`src/rtl/pio_burst_pkg.sv`:
```
`timescale 1ns/1ps
package pio_burst_pkg;

    localparam int BYTE_W = 8;
    localparam int WORD_W = 16;
    localparam int LANES  = WORD_W / BYTE_W;
    localparam int CNT_W  = 2 * BYTE_W;

    typedef logic [CNT_W-1:0]  cnt_t;
    typedef logic [WORD_W-1:0] word_t;
    typedef logic [BYTE_W-1:0] byte_t;

    typedef enum logic [2:0] {
        ST_IDLE,
        ST_FETCH,
        ST_EMIT,
        ST_DRAIN,
        ST_GATHER,
        ST_PUT,
        ST_SETTLE
    } eng_state_e;

    typedef struct packed {
        cnt_t dev_bytes;
        cnt_t keep_bytes;
        cnt_t keep_words;
        cnt_t drain_words;
    } burst_plan_t;

    // Number of 16-bit words needed to carry n bytes.
    function automatic cnt_t half_up(cnt_t n);
        logic [CNT_W:0] t;
        t = {1'b0, n} + {{CNT_W{1'b0}}, 1'b1};
        return t[CNT_W:1];
    endfunction

endpackage

```
`src/rtl/pio_burst_plan.sv`:
```
`timescale 1ns/1ps
module pio_burst_plan
    import pio_burst_pkg::*;
#(
    parameter int RESID_W = 24
) (
    input  logic [BYTE_W-1:0]  cnt_hi,
    input  logic [BYTE_W-1:0]  cnt_lo,
    input  logic [RESID_W-1:0] resid,
    output burst_plan_t        plan
);

    localparam int CMP_W = (RESID_W > CNT_W) ? RESID_W : CNT_W;

    cnt_t             dev_bytes;
    cnt_t             keep_bytes;
    logic [CMP_W-1:0] resid_ext;
    logic [CMP_W-1:0] dev_ext;

    always_comb begin
        dev_bytes = {cnt_hi, cnt_lo};
        resid_ext = CMP_W'(resid);
        dev_ext   = CMP_W'(dev_bytes);
        keep_bytes = (resid_ext < dev_ext) ? CNT_W'(resid_ext) : dev_bytes;

        plan.dev_bytes   = dev_bytes;
        plan.keep_bytes  = keep_bytes;
        plan.keep_words  = half_up(keep_bytes);
        // Kept words never exceed the device's rounded-up word count.
        plan.drain_words = half_up(dev_bytes) - half_up(keep_bytes);
    end

endmodule

```
`src/rtl/pio_settle_timer.sv`:
```
`timescale 1ns/1ps
module pio_settle_timer #(
    parameter int CLK_NS    = 10,
    parameter int SETTLE_NS = 400
) (
    input  logic clk,
    input  logic rst,
    input  logic run,
    output logic last
);

    localparam int CYC_RAW = (SETTLE_NS + CLK_NS - 1) / CLK_NS;
    localparam int CYC     = (CYC_RAW < 1) ? 1 : CYC_RAW;
    localparam int CW      = $clog2(CYC + 1);

    logic [CW-1:0] cnt_q;

    assign last = run && (cnt_q == CW'(CYC - 1));

    always_ff @(posedge clk) begin
        if (rst || !run) begin
            cnt_q <= '0;
        end else if (!last) begin
            cnt_q <= cnt_q + 1'b1;
        end
    end

endmodule

```
`src/rtl/pio_word_lane.sv`:
```
`timescale 1ns/1ps
module pio_word_lane
    import pio_burst_pkg::*;
(
    input  logic  clk,
    input  logic  rst,
    input  logic  ld_word,
    input  word_t word_in,
    input  logic  wr_lo,
    input  logic  wr_hi,
    input  byte_t byte_in,
    input  logic  sel_hi,
    output word_t word_out,
    output byte_t byte_out
);

    for (genvar g = 0; g < LANES; g++) begin : g_lane
        localparam bit IS_LOW = (g == 0);
        byte_t lane_q;

        always_ff @(posedge clk) begin
            if (rst) begin
                lane_q <= '0;
            end else if (ld_word) begin
                lane_q <= word_in[g*BYTE_W +: BYTE_W];
            end else if (IS_LOW ? wr_lo : wr_hi) begin
                lane_q <= byte_in;
            end else if (!IS_LOW && wr_lo) begin
                // A fresh low byte zero-fills the upper half.
                lane_q <= '0;
            end
        end

        assign word_out[g*BYTE_W +: BYTE_W] = lane_q;
    end

    assign byte_out = sel_hi ? word_out[WORD_W-1:BYTE_W] : word_out[BYTE_W-1:0];

endmodule

```
`src/rtl/pio_burst_engine.sv`:
```
`timescale 1ns/1ps
module pio_burst_engine
    import pio_burst_pkg::*;
#(
    parameter int RESID_W   = 24,
    parameter int CLK_NS    = 10,
    parameter int SETTLE_NS = 400
) (
    input  logic               clk,
    input  logic               rst,
    input  logic               start,
    input  logic               dir_in,
    input  logic [7:0]         dev_cnt_hi,
    input  logic [7:0]         dev_cnt_lo,
    input  logic [RESID_W-1:0] host_resid,
    output logic               busy,
    output logic               done,
    output logic [RESID_W-1:0] resid_left,
    output logic               moved,
    output logic               dev_rd_stb,
    input  logic [15:0]        dev_rdata,
    output logic               dev_wr_stb,
    output logic [15:0]        dev_wdata,
    output logic               hs_out_valid,
    input  logic               hs_out_ready,
    output logic [7:0]         hs_out_data,
    input  logic               hs_in_valid,
    output logic               hs_in_ready,
    input  logic [7:0]         hs_in_data
);

    eng_state_e         st_q;
    cnt_t               bytes_q;
    cnt_t               drain_q;
    logic               hi_q;
    logic               rd_dir_q;
    logic               done_q;
    logic               moved_q;
    logic [RESID_W-1:0] resid_q;
    logic [RESID_W-1:0] resid_pend_q;

    burst_plan_t plan;
    logic        settle_last;
    logic        wr_lo;
    logic        wr_hi;
    word_t       lane_word;
    byte_t       lane_byte;
    logic        last_byte;
    logic        start_go;

    pio_burst_plan #(.RESID_W(RESID_W)) u_plan (
        .cnt_hi (dev_cnt_hi),
        .cnt_lo (dev_cnt_lo),
        .resid  (host_resid),
        .plan   (plan)
    );

    pio_settle_timer #(.CLK_NS(CLK_NS), .SETTLE_NS(SETTLE_NS)) u_settle (
        .clk  (clk),
        .rst  (rst),
        .run  (st_q == ST_SETTLE),
        .last (settle_last)
    );

    assign wr_lo = (st_q == ST_GATHER) && hs_in_valid && !hi_q;
    assign wr_hi = (st_q == ST_GATHER) && hs_in_valid && hi_q;

    pio_word_lane u_lane (
        .clk      (clk),
        .rst      (rst),
        .ld_word  (st_q == ST_FETCH),
        .word_in  (dev_rdata),
        .wr_lo    (wr_lo),
        .wr_hi    (wr_hi),
        .byte_in  (hs_in_data),
        .sel_hi   (hi_q),
        .word_out (lane_word),
        .byte_out (lane_byte)
    );

    assign last_byte = (bytes_q == cnt_t'(1));
    assign start_go  = start && (st_q == ST_IDLE);

    assign busy         = (st_q != ST_IDLE);
    assign done         = done_q;
    assign moved        = moved_q;
    assign resid_left   = resid_q;
    assign dev_rd_stb   = (st_q == ST_FETCH) || (st_q == ST_DRAIN);
    assign dev_wr_stb   = (st_q == ST_PUT);
    assign dev_wdata    = lane_word;
    assign hs_out_valid = (st_q == ST_EMIT);
    assign hs_out_data  = lane_byte;
    assign hs_in_ready  = (st_q == ST_GATHER);

    always_ff @(posedge clk) begin
        if (rst) begin
            st_q         <= ST_IDLE;
            bytes_q      <= '0;
            drain_q      <= '0;
            hi_q         <= 1'b0;
            rd_dir_q     <= 1'b0;
            done_q       <= 1'b0;
            moved_q      <= 1'b0;
            resid_q      <= '0;
            resid_pend_q <= '0;
        end else begin
            done_q <= 1'b0;
            unique case (st_q)
                ST_IDLE: begin
                    if (start_go) begin
                        moved_q      <= 1'b1;
                        rd_dir_q     <= dir_in;
                        hi_q         <= 1'b0;
                        bytes_q      <= plan.keep_bytes;
                        drain_q      <= plan.drain_words;
                        resid_pend_q <= host_resid - RESID_W'(plan.keep_bytes);
                        if (dir_in) begin
                            if (plan.keep_bytes != '0)       st_q <= ST_FETCH;
                            else if (plan.drain_words != '0) st_q <= ST_DRAIN;
                            else                             st_q <= ST_SETTLE;
                        end else begin
                            st_q <= (plan.keep_bytes != '0) ? ST_GATHER : ST_SETTLE;
                        end
                    end
                end
                ST_FETCH: begin
                    hi_q <= 1'b0;
                    st_q <= ST_EMIT;
                end
                ST_EMIT: begin
                    if (hs_out_ready) begin
                        bytes_q <= bytes_q - 1'b1;
                        if (last_byte) begin
                            hi_q <= 1'b0;
                            st_q <= (drain_q != '0) ? ST_DRAIN : ST_SETTLE;
                        end else if (hi_q) begin
                            hi_q <= 1'b0;
                            st_q <= ST_FETCH;
                        end else begin
                            hi_q <= 1'b1;
                        end
                    end
                end
                ST_DRAIN: begin
                    drain_q <= drain_q - 1'b1;
                    if (drain_q == cnt_t'(1)) st_q <= ST_SETTLE;
                end
                ST_GATHER: begin
                    if (hs_in_valid) begin
                        bytes_q <= bytes_q - 1'b1;
                        if (hi_q) begin
                            hi_q <= 1'b0;
                            st_q <= ST_PUT;
                        end else if (last_byte) begin
                            st_q <= ST_PUT;
                        end else begin
                            hi_q <= 1'b1;
                        end
                    end
                end
                ST_PUT: begin
                    st_q <= (bytes_q == '0) ? ST_SETTLE : ST_GATHER;
                end
                ST_SETTLE: begin
                    if (settle_last) begin
                        st_q    <= ST_IDLE;
                        done_q  <= 1'b1;
                        resid_q <= resid_pend_q;
                    end
                end
                default: st_q <= ST_IDLE;
            endcase
        end
    end

endmodule

```
`config.mk`:
```
export PLATFORM = sky130hd
export DESIGN_NAME = pio_burst_engine
export DESIGN_NICKNAME = d
export VERILOG_FILES = /design/src/rtl/pio_burst_pkg.sv /design/src/rtl/pio_burst_plan.sv /design/src/rtl/pio_settle_timer.sv /design/src/rtl/pio_word_lane.sv /design/src/rtl/pio_burst_engine.sv
export SDC_FILE = /design/constraint.sdc
export NUM_CORES = 1
export LEC_CHECK = 0
export BUFFER_PORTS_ARGS = -buffer_cell sky130_fd_sc_hd__buf_2
export CORE_UTILIZATION = 49
export CTS_CLUSTER_DIAMETER = 40
export DETAILED_ROUTE_END_ITERATION = 12
export PLACE_DENSITY = 0.79
export SLEW_MARGIN = 25
export SYNTH_ARGS = -nofsm -noshare
export SYNTH_HDL_FRONTEND = slang
export SYNTH_SLANG_ARGS = --single-unit
export TNS_END_PERCENT = 50
```
`constraint.sdc`:
```
create_clock -name clk -period 5.4 [get_ports clk]
set_input_delay 0 -clock clk [delete_from_list [all_inputs] [get_ports clk]]
set_output_delay 0 -clock clk [all_outputs]
set_load 0.005 [all_outputs]
```
# == Yosys cells after proc, flatten, opt, wreduce, memory -nomap -nowiden ==
# Cells that the tools add are included.
# classes
n_reduce_logical,27
n_lt_le_gt_ge,1
n_bitwise,1
addsub,7
muxes,38
n_eq_ne,16
# ops
operator,count
2-to-1 mux 16 bit,5
2-to-1 mux 8 bit,6
one-hot mux 16 bit (3 select lines),1
nonzero test 16 bit,3
2-to-1 mux 3 bit,13
adder 16 x 1 -> 17 bit (second input constant),2
equality test 16 x 1 -> 1 bit (second input constant),2
one-hot mux 16 bit (2 select lines),1
subtractor 16 x 1 -> 16 bit (second input constant),2
< comparator 24 x 16 -> 1 bit,1
subtractor 24 x 16 -> 24 bit,1
one-hot mux 3 bit (7 select lines),1
zero test 16 bit,1
subtractor 16 bit,1
equality test 3 bit (second input constant),3
nonzero test 3 bit,3
2-to-1 mux 1 bit,8
AND reduction 4 bit,2
AND reduction 7 bit,1
adder 6 x 1 -> 6 bit (second input constant),1
equality test 3 x 2 -> 1 bit (second input constant),2
equality test 6 bit (second input constant),1
!= test 2 bit (second input constant),3
!= test 3 x 1 -> 1 bit (second input constant),2
13 further kinds,24
# totals
output_inout_bits,55
wordCells,101
regBits,108
input_bits,70

# == Longest topological paths before layout ==
# logic_depth
word_depth,10
depth_mapped,25
ltp_nobuf,22

# == By module ==
# Synthesis repeated with hierarchy kept, for this count alone.
# unflattened
hier_cells,1120
hier_area_um2,8578.2
# modules_own_cells
mod,area_per_inst_um2,cells_per_inst,seq_area_each_um2,n_inst
pio_burst_engine,5152.4,689,1721.7,1
pio_burst_plan,2267.2,313,0.0,1
pio_word_lane,864.6,87,320.3,1
pio_settle_timer,294.0,31,120.1,1

# == Worst setup path after synthesis ==
# No wires, ideal clock.
# synth_path
path_type,input port to flip-flop
from,input port dev_cnt_hi[1]
to,register st_q[0]
required_time_ns,5.285
stages,22
arrival_time_ns,4.966
path_buffers,3
path_slack_ns,0.319
setup_time_ns,0.115
cell_sequence,clkbuf_1 -> inv_1 -> ha_1 -> nand4_1 -> or3_1 -> o32a_1 -> nand3_1 -> buf_2 -> buf_2 -> mux2i_1 -> nor2_1 -> xor2_1 -> ha_1 -> nor2b_1 -> o31a_1 -> o31a_1 -> or3_1 -> a222oi_1 -> o2111ai_1 -> nor4_2 -> nand4_1 -> and3_1
# synth_via
elab_chain_len,10
word_cells_on_any_way,12
cone_classes,add/sub: 3; order compare: 1; mux: 6; reduce/logical: 2
# synth_lines
element,line,text
"start, declared",pio_burst_engine.sv:13,"input logic [7:0] dev_cnt_hi,"
< comparator 24 x 16 -> 1 bit,pio_burst_plan.sv:24,keep_bytes = (resid_ext < dev_ext) ? CNT_W'(resid_ext) : dev_bytes;
2-to-1 mux 16 bit,pio_burst_plan.sv:24,
adder 16 x 1 -> 17 bit,n/a,
subtractor 16 bit,pio_burst_plan.sv:30,plan.drain_words = half_up(dev_bytes) - half_up(keep_bytes);
nonzero test 16 bit,pio_burst_engine.sv:119,else if (plan.drain_words != '0) st_q <= ST_DRAIN;
2-to-1 mux 3 bit,pio_burst_engine.sv:119,
2-to-1 mux 3 bit *,pio_burst_engine.sv:118,if (plan.keep_bytes != '0) st_q <= ST_FETCH;
2-to-1 mux 3 bit *,pio_burst_engine.sv:117,if (dir_in) begin
2-to-1 mux 3 bit *,pio_burst_engine.sv:110,if (start_go) begin
one-hot mux 3 bit (7 select lines) *,pio_burst_engine.sv:108,unique case (st_q)
"end signal, assigned",pio_burst_engine.sv:122,st_q <= (plan.keep_bytes != '0) ? ST_GATHER : ST_SETTLE;
"end signal, assigned",pio_burst_engine.sv:135,st_q <= (drain_q != '0) ? ST_DRAIN : ST_SETTLE;
"end signal, assigned",pio_burst_engine.sv:162,st_q <= (bytes_q == '0) ? ST_SETTLE : ST_GATHER;
"end, declared",pio_burst_engine.sv:32,eng_state_e st_q;
# Mark *: on every way between the ends. The rest lies on a longest branch, timed or not. The select of a mux whose other input is x is not followed.
# A chain may end at the register's enable or synchronous reset.

# == Final worst setup path ==
# layout_path
from,input port host_resid[17]
to,register st_q[0]
# layout_via
elab_chain_len,10
word_cells_on_any_way,11
cone_classes,add/sub: 2; order compare: 1; mux: 6; reduce/logical: 2
# layout_lines
element,line,text
"start, declared",pio_burst_engine.sv:15,"input logic [RESID_W-1:0] host_resid,"
< comparator 24 x 16 -> 1 bit *,pio_burst_plan.sv:24,
2-to-1 mux 16 bit *,pio_burst_plan.sv:24,
adder 16 x 1 -> 17 bit,n/a,
subtractor 16 bit,pio_burst_plan.sv:30,
nonzero test 16 bit,pio_burst_engine.sv:119,
2-to-1 mux 3 bit,pio_burst_engine.sv:119,
2-to-1 mux 3 bit *,pio_burst_engine.sv:118,
2-to-1 mux 3 bit *,pio_burst_engine.sv:117,
2-to-1 mux 3 bit *,pio_burst_engine.sv:110,
one-hot mux 3 bit (7 select lines) *,pio_burst_engine.sv:108,
# Marks and branches as above.

==> flow_summary_export.csv <==
group,metric,value,unit
outcome,outcome,"finished, final reports clean",
global_routing,grt-ovfl-total,0,
power,ir_worst_vdd,0.0002230,V
drt,wire_per_inst,17.24,um
timing,finalHoldViolCount,0,
synth,synth-edff-count,0,
drt,routed_wl,24.91,mm
synth,synth_area_leaders,"dfxtp_1, ha_1, nand2_1",
synth,synth.largest_area_cell,"dfxtp_1",
critical_path,critPathBufInv,3,
clocking,clkLatencyLatePin,360,ps
drt,drt_iter0_markers,933,
critical_path,cp.required,5650,ps
power,intPower,1.885,mW
drt,drtPass1Iterations,6,
clocking,cts_root_buffer,"clkbuf_16",
floorplan,die_y,129.4,um
synth,yosysWarnings,0,
timing,grt_setup_unrepaired,"false",
cells_and_area,fin_area,0.009563,mm^2
timing,tightestPinTransition,1043,ps
drt,vias_per_cell,6.056,
critical_path,arrival,5240,ps
global_routing,antenna_found_initial,0,
critical_path,crit_type,"in2reg",
cells_and_area,synthToLayoutAreaGrowth,20.19,%
place,portBuffers,124,
timing,layout_min_cycle_time,4988,ps
timing,drv_slew,0,
clocking,cts.sinks,108,
critical_path,cpPeakStageDelay,610,ps
timing,max_freq,0.2005,GHz
synth,synth_seq_cells,108,
critical_path,rrSetupSlack,1910,ps
power,p_sw,1.409,mW
critical_path,path_delay_family,"simple AND/OR/NAND/NOR gates",
synth,ys_async_sr_fraction,0,
synth,synth_cell_types,72,
critical_path,crit_fanout,7,
synth,synth_top_area_share,0.2717,
synth,syn-cell-area,0.007956,mm^2
cells_and_area,drive_gt1_frac,0.1562,
synth,synth_nets,1208,
cells_and_area,final_nets,1350,
critical_path,crit_chain,"dlymetal6s4s_1 > or4_4 > or4_4 > nor3_4 > nand3_4 > buf_12 > mux2i_1 > buf_4 > o41ai_2 > o311ai_1 > ha_1 > o21a_1 > o31a_1 > o31a_1 > or3_1 > a222oi_1 > o2111ai_1 > nor4_2 > nand4_1 > and3_1",
floorplan,io_pins,125,
clocking,numCtsBuffers,9,
floorplan,die_w,129.4,um
critical_path,crit_slowest_cell,"or4_4",
cells_and_area,final-seq-area,0.002162,mm^2
place,hpwlAfterDp,17.65,mm
drt,vias,8751,
worst_hold_path,worstHoldPathType,"in2reg",
clocking,cts_tree,"yes",
synth,syn-instance-count,1083,
place,placed_area,0.008777,mm^2
global_routing,grt_usage,0.2958,
cells_and_area,antenna_cells,0,
clocking,cts.path.max_buffers,2,
timing,fin_skew,7.781,ps
timing,min_period_over_period,0.9237,
timing,tns,0,ps
flow_run,cap_violations,0,
cells_and_area,multi_input_area,0.005488,mm^2
floorplan,rows,46,
floorplan,dieArea,0.01675,mm^2
power,p_sw_frac,0.4276,
timing,relSlewSlack,0.2984,
global_routing,grt_pass1_vias,7935,
timing,setup_viol,0,
floorplan,start_util,0.5009,
power,seqPwrFrac,0.344,
drt,ant_nets,0,
global_routing,grt_max_degree,60,
power,p_leak,4.104,nW
place,place_congestion,0.9900,
synth,ys_seq_area_frac,0.2717,
clocking,htreeDepth,3,
synth,post_synth.cell_area_avg,7.347,um^2
synth,synth_ff_type,"dfxtp_1",
critical_path,cp-end-kind,"flip-flop",
power,powerDensity,344.4,mW/mm^2
cells_and_area,nFillCells,1457,
clocking,path_clk_slew,70,ps
floorplan,core,0.01589,mm^2
power,pwr-share-comb,0.457,
power,pwr-share-clk,0.198,
critical_path,cp-start-kind,"input port",
drt,drc_errors,0,
global_routing,grt_pass1_wl,39.30,mm
-- Yosys cell counts, types with 4 or more instances --
cell      count
a221oi_1      4
nor2_1       86
nand2_1     159
nand2b_1     10
or3_1        14
mux2_2        8
o21ai_0      59
a22oi_1      14
a311oi_1     11
or4_1         5
a21oi_1     108
nand3_1      43
nor4_1       20
o31a_1        6
o22ai_1       5
mux2i_1      20
clkbuf_1     48
inv_1        44
o211ai_1      5
a211oi_1      7
nor2b_1      12
o21a_1       12
xnor2_1      30
dfxtp_1     108
nor3_1       33
ha_1         54
a31oi_1      14
xor2_1       17
a21o_1       11
o21ai_1      15
o31ai_1       6
or2_2         4
buf_1         4
and3_1       11
o21bai_1      4
nand4_1      20
-- worst min-delay path, stage by stage --
cell     delay [ps]
buf_2           120
xnor2_1         140
a21oi_1          70
-- flip-flops by register name (all words and copies together), names as in the netlist --
register / count
resid_left: 24
resid_pend_q: 24
bytes_q: 16
drain_q: 16
u_lane.g_lane.lane_q: 16
u_settle.cnt_q: 6
st_q: 3
done: 1
hi_q: 1
moved: 1
-- worst paths after layout --
check / startpoint / end / cells after the start
max reg2reg: st_q[2]$_SDFFE_PP0P_ / u_lane.g_lane[0].lane_q[3]$_SDFFE_PP0P_ / 7
max: host_resid[17] / st_q[0]$_SDFFE_PP0P_ / 20
min reg2reg: resid_left[10]$_SDFFE_PP0P_ / resid_left[10]$_SDFFE_PP0P_ / 2
min: host_resid[18] / resid_pend_q[18]$_SDFFE_PP0P_ / 3
-- area by class of cell --
type / count / area share
multi-input cells: 877 / 0.5739
flip-flops and latches: 108 / 0.2261
repair buffers: 185 / 0.1248
well taps: 216 / 0.02826
clock buffers: 10 / 0.02499
inverters: 44 / 0.01727
clock inverters: 5 / 0.004710
-- placed cells by master (no fill, tap or decap), drive strengths merged, types with 12 or more instances in the layout --
| cell type | netlist | routed |
|---|---|---|
| xnor2 | 30 | 30 |
| mux2i | 20 | 20 |
| nand2 | 159 | 159 |
| xor2 | 17 | 17 |
| a21oi | 108 | 108 |
| nor2 | 86 | 86 |
| buf | 6 | 147 |
| nand3 | 43 | 43 |
| a22oi | 14 | 14 |
| nand4 | 20 | 20 |
| dlygate4sd3 | 0 | 36 |
| a31oi | 14 | 14 |
| or3 | 15 | 15 |
| o21ai | 74 | 74 |
| inv | 44 | 47 |
| o21a | 12 | 12 |
| dfxtp | 108 | 108 |
| nor4 | 21 | 21 |
| nor2b | 12 | 12 |
| ha | 54 | 54 |
| nor3 | 34 | 34 |
-- cell families after synthesis --
logic type | count (synthesis) | share of synthesized area
AND/OR/NAND/NOR | 436 | 0.2607
XOR/XNOR | 48 | 0.05457
buffers and inverters | 98 | 0.04655
AO/OA/AOI/OAI | 310 | 0.2425
flip-flops | 108 | 0.2717
multiplexers | 28 | 0.03648
adder cells (fa/ha/maj) | 55 | 0.08744
-- stage by stage --
| stage | std cells | hold WS (ps) | total power [mW] | setup slack (ps) | utilization |
|---|---|---|---|---|---|
| after floorplan | 1083 | 136.0 | 2.097 | 318.9 | - |
| after global placement | 1386 | 242.1 | 2.505 | 387.8 | 0.5525 |
| after detailed placement | 1386 | 246.3 | 2.535 | 293.7 | 0.5525 |
| after CTS | 1439 | 6.678 | 3.256 | 141.5 | 0.5944 |
| after global routing | 1445 | 38.68 | 3.525 | 160.1 | 0.6020 |
| final | 1445 | 22.20 | 3.294 | 411.8 | 0.6020 |
-- layer usage --
layer	up-vias	track usage	wire length, um
li1	4236	-	-
met1	4032	0.3884	10860
met2	405	0.4658	11210
met3	78	0.04996	1845
met4	0	0.1546	994
met5	-	0	0
-- power by group through the flow --
stage | registers, mW | logic (mW) | clock network, mW
after floorplan | 1.09 | 1.01 | 0
after global placement | 1.14 | 1.37 | 0
after detailed placement | 1.14 | 1.39 | 0
after CTS | 1.13 | 1.47 | 0.664
after global routing | 1.16 | 1.67 | 0.691
final | 1.13 | 1.51 | 0.654
-- what timing repair did --
action,in CTS,in global routing
setup endpoints to repair,0,2
buffers inserted,0,8
hold endpoints to repair,22,0
resized for setup,0,15
hold buffers,38,0
(Power assumes the default switching activity.)
